--- config.mk ---
export PLATFORM = sky130hd
export DESIGN_NAME = dac_frame_writer
export DESIGN_NICKNAME = d
export VERILOG_FILES = /design/src/rtl/dac_fw_pkg.sv /design/src/rtl/dac_fw_timer.sv /design/src/rtl/dac_fw_shifter.sv /design/src/rtl/dac_fw_decode.sv /design/src/rtl/dac_frame_writer.sv
export SDC_FILE = /design/constraint.sdc
export NUM_CORES = 1
export LEC_CHECK = 0
export BUFFER_PORTS_ARGS = -buffer_cell sky130_fd_sc_hd__buf_2
export CORE_MARGIN = 3
export CORE_UTILIZATION = 54
export CTS_BUF_LIST = sky130_fd_sc_hd__clkbuf_8 sky130_fd_sc_hd__clkbuf_16
export DETAILED_ROUTE_END_ITERATION = 10
export PLACE_DENSITY_LB_ADDON = 0.05
export SETUP_SLACK_MARGIN = 0.5
export SLEW_MARGIN = 15
export SYNTH_ARGS = -nofsm -noshare
export SYNTH_HDL_FRONTEND = slang
export SYNTH_SLANG_ARGS = --single-unit
--- constraint.sdc ---
create_clock -name clk -period 2.4 [get_ports clk]
set_input_delay 0.36 -clock clk [delete_from_list [all_inputs] [get_ports clk]]
set_output_delay 0.36 -clock clk [all_outputs]
set_load 0.01 [all_outputs]
--- src/rtl/dac_fw_pkg.sv ---
package dac_fw_pkg;

   typedef enum logic [2:0] {
      ST_IDLE,
      ST_ARM,
      ST_SETUP,
      ST_LOW,
      ST_HIGH,
      ST_GAP,
      ST_HOLD,
      ST_REST
   } fw_state_t;

   function automatic int fw_max(input int a, input int b);
      return (a > b) ? a : b;
   endfunction

endpackage

--- src/rtl/dac_fw_timer.sv ---
module dac_fw_timer #(
   parameter int W = 4
) (
   input  logic         clk,
   input  logic         rst_n,
   input  logic         load,
   input  logic [W-1:0] load_val,
   output logic         zero
);

   if (W < 1) begin : g_bad_w
      $error("dac_fw_timer: W must be at least 1");
   end

   logic [W-1:0] cnt;

   always_ff @(posedge clk or negedge rst_n) begin
      if (!rst_n) begin
         cnt <= '0;
      end else if (load) begin
         cnt <= load_val;
      end else if (cnt != '0) begin
         cnt <= cnt - 1'b1;
      end
   end

   assign zero = (cnt == '0);

endmodule

--- src/rtl/dac_fw_shifter.sv ---
module dac_fw_shifter #(
   parameter int FRAME_W  = 16,
   parameter int SPLIT_AT = 8
) (
   input  logic               clk,
   input  logic               rst_n,
   input  logic               load,
   input  logic [FRAME_W-1:0] load_word,
   input  logic               step,
   output logic               msb,
   output logic               last_bit,
   output logic               split_bit
);

   localparam int BC_W = $clog2(FRAME_W + 1);
   localparam logic [BC_W-1:0] LAST_IDX  = BC_W'(FRAME_W - 1);
   localparam logic [BC_W-1:0] SPLIT_IDX = BC_W'(SPLIT_AT - 1);

   if (FRAME_W < 2) begin : g_bad_frame
      $error("dac_fw_shifter: FRAME_W must be at least 2");
   end
   if (SPLIT_AT < 1 || SPLIT_AT >= FRAME_W) begin : g_bad_split
      $error("dac_fw_shifter: SPLIT_AT must lie inside the frame");
   end

   logic [FRAME_W-1:0] shreg;
   logic [BC_W-1:0]    bitcnt;

   always_ff @(posedge clk or negedge rst_n) begin
      if (!rst_n) begin
         shreg  <= '0;
         bitcnt <= '0;
      end else if (load) begin
         shreg  <= load_word;
         bitcnt <= '0;
      end else if (step) begin
         shreg  <= {shreg[FRAME_W-2:0], 1'b0};
         bitcnt <= bitcnt + 1'b1;
      end
   end

   assign msb       = shreg[FRAME_W-1];
   assign last_bit  = (bitcnt == LAST_IDX);
   assign split_bit = (bitcnt == SPLIT_IDX);

endmodule

--- src/rtl/dac_fw_decode.sv ---
module dac_fw_decode #(
   parameter int ADDR_W = 2
) (
   input  logic                   en,
   input  logic [ADDR_W-1:0]      addr,
   output logic [(1<<ADDR_W)-1:0] sel_n
);

   localparam int NUM_SEL = 1 << ADDR_W;

   if (ADDR_W < 1) begin : g_bad_addr
      $error("dac_fw_decode: ADDR_W must be at least 1");
   end

   for (genvar i = 0; i < NUM_SEL; i++) begin : g_line
      assign sel_n[i] = ~(en && (addr == ADDR_W'(i)));
   end

endmodule

--- src/rtl/dac_frame_writer.sv ---
module dac_frame_writer
   import dac_fw_pkg::*;
#(
   parameter int ADDR_W         = 2,
   parameter int BYTE_W         = 8,
   parameter int MIN_HIGH_CYC   = 2,
   parameter int MIN_LOW_CYC    = 2,
   parameter int MIN_PERIOD_CYC = 4,
   parameter int SETUP_CYC      = 1,
   parameter int HOLD_CYC       = 1,
   parameter int GAP_CYC        = 4,
   parameter int SYNC_HIGH_CYC  = 4
) (
   input  logic                   clk,
   input  logic                   rst_n,
   input  logic                   req_valid,
   output logic                   req_ready,
   input  logic [BYTE_W-1:0]      req_ctrl,
   input  logic [BYTE_W-1:0]      req_data,
   input  logic [ADDR_W-1:0]      req_addr,
   input  logic                   req_split,
   output logic                   sclk,
   output logic                   sdo,
   output logic [(1<<ADDR_W)-1:0] sync_n,
   output logic                   done
);

   localparam int FRAME_W  = 2 * BYTE_W;
   localparam int NUM_DEV  = 1 << ADDR_W;
   localparam int HALF_CYC = fw_max(fw_max(MIN_HIGH_CYC, MIN_LOW_CYC),
                                    (MIN_PERIOD_CYC + 1) / 2);
   localparam int LIM_MAX  = fw_max(fw_max(fw_max(HALF_CYC, SETUP_CYC),
                                           fw_max(HOLD_CYC, GAP_CYC)),
                                    SYNC_HIGH_CYC);
   localparam int CNT_W    = $clog2(LIM_MAX + 1);

   localparam logic [CNT_W-1:0] SETUP_V = CNT_W'(SETUP_CYC - 1);
   localparam logic [CNT_W-1:0] HALF_V  = CNT_W'(HALF_CYC - 1);
   localparam logic [CNT_W-1:0] HOLD_V  = CNT_W'(HOLD_CYC - 1);
   localparam logic [CNT_W-1:0] GAP_V   = CNT_W'(GAP_CYC - 1);
   localparam logic [CNT_W-1:0] REST_V  = CNT_W'(SYNC_HIGH_CYC - 1);

   if (BYTE_W < 1) begin : g_bad_byte
      $error("dac_frame_writer: BYTE_W must be at least 1");
   end
   if (MIN_HIGH_CYC < 1 || MIN_LOW_CYC < 1 || MIN_PERIOD_CYC < 2) begin : g_bad_clk
      $error("dac_frame_writer: serial clock limits too small");
   end
   if (SETUP_CYC < 1 || HOLD_CYC < 1) begin : g_bad_sync
      $error("dac_frame_writer: select setup and hold must be at least 1");
   end
   if (GAP_CYC < 1 || SYNC_HIGH_CYC < 1) begin : g_bad_gap
      $error("dac_frame_writer: gap and select-high time must be at least 1");
   end

   fw_state_t          state, nxt;
   logic               en_q, sclk_q, done_q, split_q;
   logic [ADDR_W-1:0]  addr_q;
   logic               tmr_load, tmr_zero;
   logic [CNT_W-1:0]   tmr_val;
   logic               frame_load, bit_step;
   logic               sh_msb, sh_last, sh_split;

   dac_fw_timer #(.W(CNT_W)) u_timer (
      .clk      (clk),
      .rst_n    (rst_n),
      .load     (tmr_load),
      .load_val (tmr_val),
      .zero     (tmr_zero)
   );

   dac_fw_shifter #(.FRAME_W(FRAME_W), .SPLIT_AT(BYTE_W)) u_shift (
      .clk       (clk),
      .rst_n     (rst_n),
      .load      (frame_load),
      .load_word ({req_ctrl, req_data}),
      .step      (bit_step),
      .msb       (sh_msb),
      .last_bit  (sh_last),
      .split_bit (sh_split)
   );

   dac_fw_decode #(.ADDR_W(ADDR_W)) u_dec (
      .en    (en_q),
      .addr  (addr_q),
      .sel_n (sync_n)
   );

   always_comb begin
      nxt        = state;
      tmr_load   = 1'b0;
      tmr_val    = '0;
      frame_load = 1'b0;
      bit_step   = 1'b0;
      unique case (state)
         ST_IDLE: begin
            if (req_valid) begin
               nxt        = ST_ARM;
               frame_load = 1'b1;
            end
         end
         ST_ARM: begin
            nxt      = ST_SETUP;
            tmr_load = 1'b1;
            tmr_val  = SETUP_V;
         end
         ST_SETUP: begin
            if (tmr_zero) begin
               nxt      = ST_LOW;
               tmr_load = 1'b1;
               tmr_val  = HALF_V;
            end
         end
         ST_LOW: begin
            if (tmr_zero) begin
               nxt      = ST_HIGH;
               tmr_load = 1'b1;
               tmr_val  = HALF_V;
            end
         end
         ST_HIGH: begin
            if (tmr_zero) begin
               bit_step = 1'b1;
               tmr_load = 1'b1;
               if (sh_last) begin
                  nxt     = ST_HOLD;
                  tmr_val = HOLD_V;
               end else if (split_q && sh_split) begin
                  nxt     = ST_GAP;
                  tmr_val = GAP_V;
               end else begin
                  nxt     = ST_LOW;
                  tmr_val = HALF_V;
               end
            end
         end
         ST_GAP: begin
            if (tmr_zero) begin
               nxt      = ST_LOW;
               tmr_load = 1'b1;
               tmr_val  = HALF_V;
            end
         end
         ST_HOLD: begin
            if (tmr_zero) begin
               nxt      = ST_REST;
               tmr_load = 1'b1;
               tmr_val  = REST_V;
            end
         end
         ST_REST: begin
            if (tmr_zero) begin
               nxt = ST_IDLE;
            end
         end
         default: nxt = ST_IDLE;
      endcase
   end

   always_ff @(posedge clk or negedge rst_n) begin
      if (!rst_n) begin
         state   <= ST_IDLE;
         en_q    <= 1'b0;
         sclk_q  <= 1'b0;
         done_q  <= 1'b0;
         split_q <= 1'b0;
         addr_q  <= '0;
      end else begin
         state  <= nxt;
         en_q   <= (nxt != ST_IDLE) && (nxt != ST_ARM) && (nxt != ST_REST);
         sclk_q <= (nxt == ST_HIGH);
         done_q <= (state == ST_REST) && (nxt == ST_IDLE);
         if (frame_load) begin
            addr_q  <= req_addr;
            split_q <= req_split;
         end
      end
   end

   assign req_ready = (state == ST_IDLE);
   assign sclk      = sclk_q;
   assign sdo       = en_q & sh_msb;
   assign done      = done_q;

endmodule

==> metrics.md, run 1 <==
| Metric | Value |
|---|---|
| Final Worst Setup Slack | `0.451 ns` |
| Mean Syn Cell Area | `11.5 sq um` |
| Gr ovfl total | `0` |
| Initial Util | `58.4%` |
| Hold Path Class | `in -> async` |
| Worst Path Arrival | `2.13 ns` |
| Minimum clock period | `roughly 2 ns` |
| Filler Cell Count | `215` |
| Die Wd | `61.6 microns` |
| DP Wirelength | `around 2300 microns` |
| DRC | `0` |
| Outcome | `finished clean` |
| Hold Fails Final Rpt | `0` |
| Clock Tree Root | `clkbuf_8` |
| Total CTS buffers | `5` |
| Commonest cells after routing, fill and taps aside | `32 x dfrtp_1, 29 x buf_2, 17 x a22o_1` |
| Post-synth top area cell | `dfrtp_1` |
| All-Layer GR Usage | `19.8%` |
| CTS tree | `built` |
| DR vias | `1294` |
| Critical Path End Type | `flop` |
| Comb pwr share | `2.5%` |
| Worst Setup Path Type | `reg -> reg` |
| CP Max Fanout | `4` |
| Critical Path Start Type | `flop` |
| Sequential fraction of the synthesis area | `49.5%` |
| Area grow syn2layout | `19.7%` |
| Total wire length | `3360 microns` |
| Number of global-route vias before repair | `1222` |
| H-Tree Depth | `2` |
| Async SR Flop Fraction | `100%` |
| Vias/cell | `6.10` |
| Clock-pin transition on the worst setup and hold timing paths | `0.06 ns` |
| Wirelength per Cell | `15.8 microns` |
| Mapped Area | `1670 sq um` |
| Slew HR | `51.8%` |
| Worst-skew pair later-pin latency | `0.28 ns` |
| Num ports | `30` |
| Clock Skews | `0.00352 ns` |
| Share of layout cells above drive strength 1 | `around a third` |
| DR iter-0 viols | `70` |
| Commonest non-fill, non-tap cell in the layout | `dfrtp_1` |
| Switching Share | `18.2%` |
| Pleak | `1.10 nW` |
| Maximum vdd drop | `388 uV` |
| Flop pwr share | `50.4%` |
| Total power | `roughly 1.1 mW` |
| Seq cells post-synth | `33` |
| Post-synth top area share | `49.5%` |
| DP Worst Slack | `0.402 ns` |
| Setup TNS Final | `0 ns` |
| Required @ worst endpoint | `2.59 ns` |
| Final GP Congestion | `0.857` |
| Final #Nets | `between 200 and 250` |
| Max-cap violations | `0` |
| Slew Viols, Final | `0` |
| EDFF count, synth | `0` |
| Die H | `61.6 microns` |
| First-pass GRT wire length | `5390 microns` |
| Clk network pwr share | `47.1%` |
| Area contributors post-synth | `dfrtp_1 50%, a22o_1 8.9%, a21o_1 7.2%` |
| Core box area | `roughly 2900 sq um` |
| Crit share post-route | `81.2%` |
| Sw power | `0.201 mW` |
| Final Setup Violations | `0` |
| Full die area | `between 3000 and 4000 sq um` |
| Cell Pwr Density | `between 500 and 600 nW/um^2` |
| Ys Warns | `0` |
| Antenna violations before repair | `0` |
| Pint | `0.902 mW` |
| Row cnt | `19` |
| Most used DFF post-synth | `dfrtp_1` |
| Fmax | `513 MHz` |
| Pre-Repair DR Iteration Count | `5` |
| RSZ-0062 raised after global routing | `true` |
| Synth cell types | `40` |
| Clk buf depth | `2` |
| I/O Buffers | `29` |
| Clock sink total | `33` |
| Syn nets | `~170` |
| Actual slew at the worst max-slew pin | `0.723 ns` |
| Antenna-violating nets left | `0` |
| Largest net degree at the start of global routing | `34` |
| Mapped Cells | `~150` |
| Antenna Cells | `0` |
-- logic make-up after synthesis --
family,share of synthesized area (%)
buf+inv,5.48
xor+xnor,1.58
fa+ha+maj,3.00
flops,49.5
compound gates,23.8
simple gates,14.0
mux,2.63
-- routing by layer --
layer / GRT usage [%] / routed length (microns)
met5: 0 / 0
met3: 6.29 / 206
met2: 33.0 / 1620
met1: 24.4 / 1490
met4: 6.36 / 42
-- critical path: stages (launching register included) --
cell and delay (ns):
dfrtp_1 0.41, ha_2 0.20, and3_4 0.16, ha_4 0.16, or4_4 0.42, o31a_1 0.28
a311oi_2 0.23
-- state kept, by name, indices dropped and copies added, names as in the netlist --
register / flops
split_q: 1
sclk: 1
done: 1
state: 3
en_q: 1
u_shift.bitcnt: 5
u_timer.cnt: 3
u_shift.shreg: 16
addr_q: 2
-- Yosys cell counts (2+ instances only) --
cell,n
a21o_1,16
a21oi_1,3
a222oi_1,2
a22o_1,17
and2_1,4
and3_2,2
buf_4,4
buf_6,3
clkbuf_1,2
dfrtp_1,33
ha_1,4
inv_1,4
mux2_2,3
nand2_1,6
nand2b_1,5
nand3_1,4
nand3b_1,3
nor2_1,5
o21ai_0,2
o22ai_1,2
xor2_1,2
-- path summary, 6_finish.rpt --
kind                              startpoint                 to  slack, ns  cells past startpoint
setup reg to reg           u_shift.bitcnt[1]               sclk       0.45                      6
setup / recovery           u_shift.bitcnt[1]               sclk       0.45                      6
min in group clk                 req_data[0]   u_shift.shreg[0]       0.31                      2
hold reg to reg            u_shift.shreg[15]  u_shift.shreg[15]       0.48                      1
max in group asynchronous              rst_n           state[2]       1.76                      1
hold / removal                         rst_n               done       0.14                      1
-- power by group through the flow --
| stage | Sequential, mW | Combinational [mW] | Clock, mW |
|---|---|---|---|
| after floorplan | 0.567 | 0.000414 | 0 |
| after global placement | 0.567 | 0.0272 | 0 |
| after detailed placement | 0.567 | 0.0282 | 0 |
| after CTS | 0.556 | 0.0283 | 0.533 |
| after global routing | 0.556 | 0.0309 | 0.562 |
| final | 0.556 | 0.0273 | 0.519 |
-- per-stage QoR --
step	area, sq um	cells	hold WS (ns)	utilization, %
after floorplan	1690	145	0.0644	-
after global placement	1820	199	0.453	63.9
after detailed placement	1820	199	0.458	63.9
after CTS	1960	210	0.156	68.9
after global routing	1990	212	0.170	69.9
final	1990	212	0.139	69.9
-- cell type report --
type / instances / area (sq um) / share of cell area, %
inverters: 4 / 15.0 / 0.753
multi-input cells: 98 / 772 / 38.7
well taps: 31 / 38.8 / 1.94
clock buffers: 6 / 82.6 / 4.14
flip-flops and latches: 33 / 827 / 41.5
clock inverters: 2 / 33.8 / 1.69
repair buffers: 38 / 225 / 11.3
-- timing repair --
item | CTS | global route
pin swaps | 2 | 1
setup buffers | 3 | 2
hold buffers | 0 | 0
endpoints found under the hold margin | 0 | 0
endpoints found under the setup margin | 15 | 8
resized for setup | 2 | 2
Note: power is estimated with default switching activity, not from simulation.
==> run 2, diff against run 1 <==
Settings changed: ABC_AREA set to 1, CORE_UTILIZATION 54 to 55.
Clock period 2.4 ns to 1.9 ns, I/O delays scaled along.
==> run 2 against run 1 <==
Compared with the run above: non-clock buffer count is 27 higher; clock power is 3% lower; register-to-register slack worse by 0.27 ns; hold slack worse by 0.086 ns; sequential share of layout area is 9.6 points lower; first-iteration DRC count grew to 2.8 times the previous value; worst setup slack worse by 0.27 ns; via count is 42% higher; combinational power is 53% higher; critical path depth is 3 higher; global-route usage is 0.69 points higher; highest routed layer unchanged; wire length is 75% higher.
==> metrics.md, run 2 <==
| Metric | Value |
|---|---|
| Outcome | `finished clean` |
| DP Worst Slack | `about 0.25 ns` |
| Sw power | `roughly 0.28 mW` |
| Die Wd | `~63 microns` |
| Full die area | `3910 sq um` |
| Finished Core Util | `89.5%` |
| Multi-input logic area | `about 1000 sq um` |
| Slew Viols, Final | `0` |
| DP Wirelength | `2440 microns` |
| Antenna violations before repair | `0` |
| Final #Nets | `295` |
| Worst-skew pair later-pin latency | `0.28 ns` |
| Most common cell in the synthesized netlist | `dfrtp_1` |
| Reg-to-reg startpoint | `state[0]` |
| Area grow syn2layout | `47.6%` |
| Total wire length | `5880 microns` |
| Fmax | `just under 600 MHz` |
| First-pass GRT wire length | `around 6500 microns` |
| DR iter-0 viols | `approximately 200` |
| Worst Reg-to-Reg Cells | `9` |
| Clock sink total | `33` |
| Reg2reg end | `state[0]` |
| Synth cell types | `33` |
| Pleak | `1.24 nW` |
| Clock-pin transition on the worst setup and hold timing paths | `0.07 ns` |
| Async SR Flop Fraction | `between 90% and 100%` |
| CTS tree | `built` |
| Num ports | `30` |
| Required @ worst endpoint | `approximately 2.1 ns` |
| Final Worst Setup Slack | `0.180 ns` |
| DRC | `0` |
| Clk buf depth | `2` |
| Commonest cells post-synth | `33 x dfrtp_1, 26 x nand2_1, 26 x nor2_1, 23 x inv_1, 17 x o21ai_0` |
| Antenna-violating nets left | `0` |
| Minimum clock period | `between 1.5 and 2 ns` |
| Largest register by flop count | `u_shift.shreg` |
| RSZ-0062 raised after global routing | `true` |
| Worst Setup Path Type | `reg -> reg` |
| Syn nets | `~230` |
| Share of layout cells above drive strength 1 | `between 50 and 60%` |
| H-Tree Depth | `2` |
| Seq cells post-synth | `33` |
| Worst Path Arrival | `just under 2 ns` |
| Mapped Area | `1760 sq um` |
| Max-cap violations | `0` |
| Total power | `1.25 mW` |
| Flop pwr share | `56.4%` |
| Filler Cell Count | `117` |
| Wirelength per Cell | `18.8 microns` |
| Initial Util | `between 60% and 70%` |
| R2r setup slk | `0.18 ns` |
| Number of global-route vias before repair | `1441` |
| DR vias | `1843` |
| Hold slack | `0.0531 ns` |
| All-Layer GR Usage | `around a fifth` |
| I/O Buffers | `29` |
| # hold bufs at CTS | `0` |
| Setup TNS Final | `0 ns` |
| Mean Syn Cell Area | `8.84 sq um` |
| Max reg flops | `16` |
| Pint | `0.966 mW` |
| Commonest cells after routing, fill and taps aside | `31 x dfrtp_1, 28 x buf_2, 24 x buf_4` |
| Die H | `62.6 microns` |
| Row cnt | `19` |
| Post-synth top area share | `46.9%` |
| Vias/cell | `5.91` |
| Core box area | `just under 3000 sq um` |
| CP Max Fanout | `5` |
| Reg area | `around 830 sq um` |
| Switching Share | `22.5%` |
| Gr ovfl total | `0` |
| Commonest non-fill, non-tap cell in the layout | `dfrtp_1` |
| Mapped Cells | `199` |
| Maximum vdd drop | `587 uV` |
| Clock Tree Root | `clkbuf_8` |
| Total CTS buffers | `5` |
| Slew HR | `52.1%` |
| Area contributors post-synth | `dfrtp_1 47%, nand2_1 5.5%, nor2_1 5.5%` |
| Ys Warns | `0` |
| Post-synth top area cell | `dfrtp_1` |
| Clk network pwr share | `40.3%` |
| Final Setup Violations | `0` |
| Crit share post-route | `90.5%` |
| Sequential fraction of the synthesis area | `46.9%` |
| Hold Fails Final Rpt | `0` |
| Largest net degree at the start of global routing | `34` |
| EDFF count, synth | `0` |
| Clock Skews | `0.00697 ns` |
| Cell Pwr Density | `between 400 and 500 nW/um^2` |
| Hold Path Class | `in -> async` |
| Pre-Repair DR Iteration Count | `5` |
| Biggest regs | `u_shift.shreg x16, u_shift.bitcnt x5` |
| Most used DFF post-synth | `dfrtp_1` |
| Final GP Congestion | `approximately 0.83` |
| Critical Path End Type | `flop` |
| Critical Path Start Type | `flop` |
| Antenna Cells | `0` |
| Comb pwr share | `3.4%` |
| Actual slew at the worst max-slew pin | `a little over 0.7 ns` |
==> run 2: cell count changes in the layout (fill, tap and decap cells not counted), moves of 11 or more <==
cell and change:
a22o_1 -17, nand3_1 +11, nor2_1 +12, a21o_1 -16, buf_4 +16, nand2_1 +17, buf_6 +12, inv_1 +16
==> run 2: cell type report <==
type / instances / share of cell area, %
clock inverters: 3 / 0.530
clock buffers: 5 / 2.65
multi-input cells: 134 / 38.8
repair inverters: 1 / 0.434
repair buffers: 65 / 18.3
inverters: 29 / 5.35
well taps: 42 / 2.02
flip-flops and latches: 33 / 31.9
==> run 2: layer usage <==
metal,vias up,global-route usage [%],routed length [microns]
met1,883,27.8,2390
li1,796,-,-
met2,130,32.5,2800
met5,-,0,0
met4,0,6.34,237
met3,34,5.04,455
==> run 2: cell families (layout without fill, tap and decap cells) <==
family	Yosys count	in the layout	synth area share (%)
and+or+nand+nor	80	83	22.5
AOI/OAI and AO/OA	45	45	16.2
buffers and inverters	35	103	10.5
DFF	33	33	46.9
adders and majority gates	4	4	2.85
xor gates and xnor gates	2	2	0.996
==> run 2: timing repair <==
item,4_1_cts,5_1_grt
setup endpoints to repair,32,28
pin swaps,11,21
gates resized for setup,14,74
gates cloned,1,3
setup buffers,9,25
==> run 2: power by group through the flow <==
stage | Sequential (mW) | Combinational [mW] | Clock [mW]
finish | 0.702 | 0.0419 | 0.502
global route | 0.702 | 0.0462 | 0.535
CTS | 0.703 | 0.0372 | 0.491
detailed placement | 0.716 | 0.0359 | 0
global placement | 0.716 | 0.0350 | 0
floorplan | 0.716 | 0.0000232 | 0
==> run 2: per-stage QoR <==
step,cells,cell area (sq um)
after floorplan,199,1760
after detailed placement,266,1910
after global placement,266,1910
after CTS,284,2120
final,312,2600
after global routing,312,2600
==> run 2: worst max-delay path by stage <==
stage / endpoint / slack, ns / depth (start not counted) / startpoint
after global placement: u_shift.shreg[14] / 0.31 / 7 / state[0]
after CTS: sclk / 0.36 / 10 / u_shift.bitcnt[0]
after detailed placement: u_shift.bitcnt[1] / 0.25 / 8 / u_timer.cnt[1]
after floorplan: en_q / 0.41 / 12 / u_shift.bitcnt[1]
after global routing: en_q / 0.12 / 12 / u_shift.bitcnt[1]
final: state[0] / 0.18 / 9 / state[0]
==> run 2: worst max-delay path, cell delays in order, from the launching register on <==
cell	delay [ns]
dfrtp_2	0.44
buf_4	0.17
inv_2	0.09
nand2_1	0.07
o21ai_0	0.32
inv_1	0.12
nand2_1	0.12
nand2_1	0.07
nand3_1	0.14
buf_4	0.13
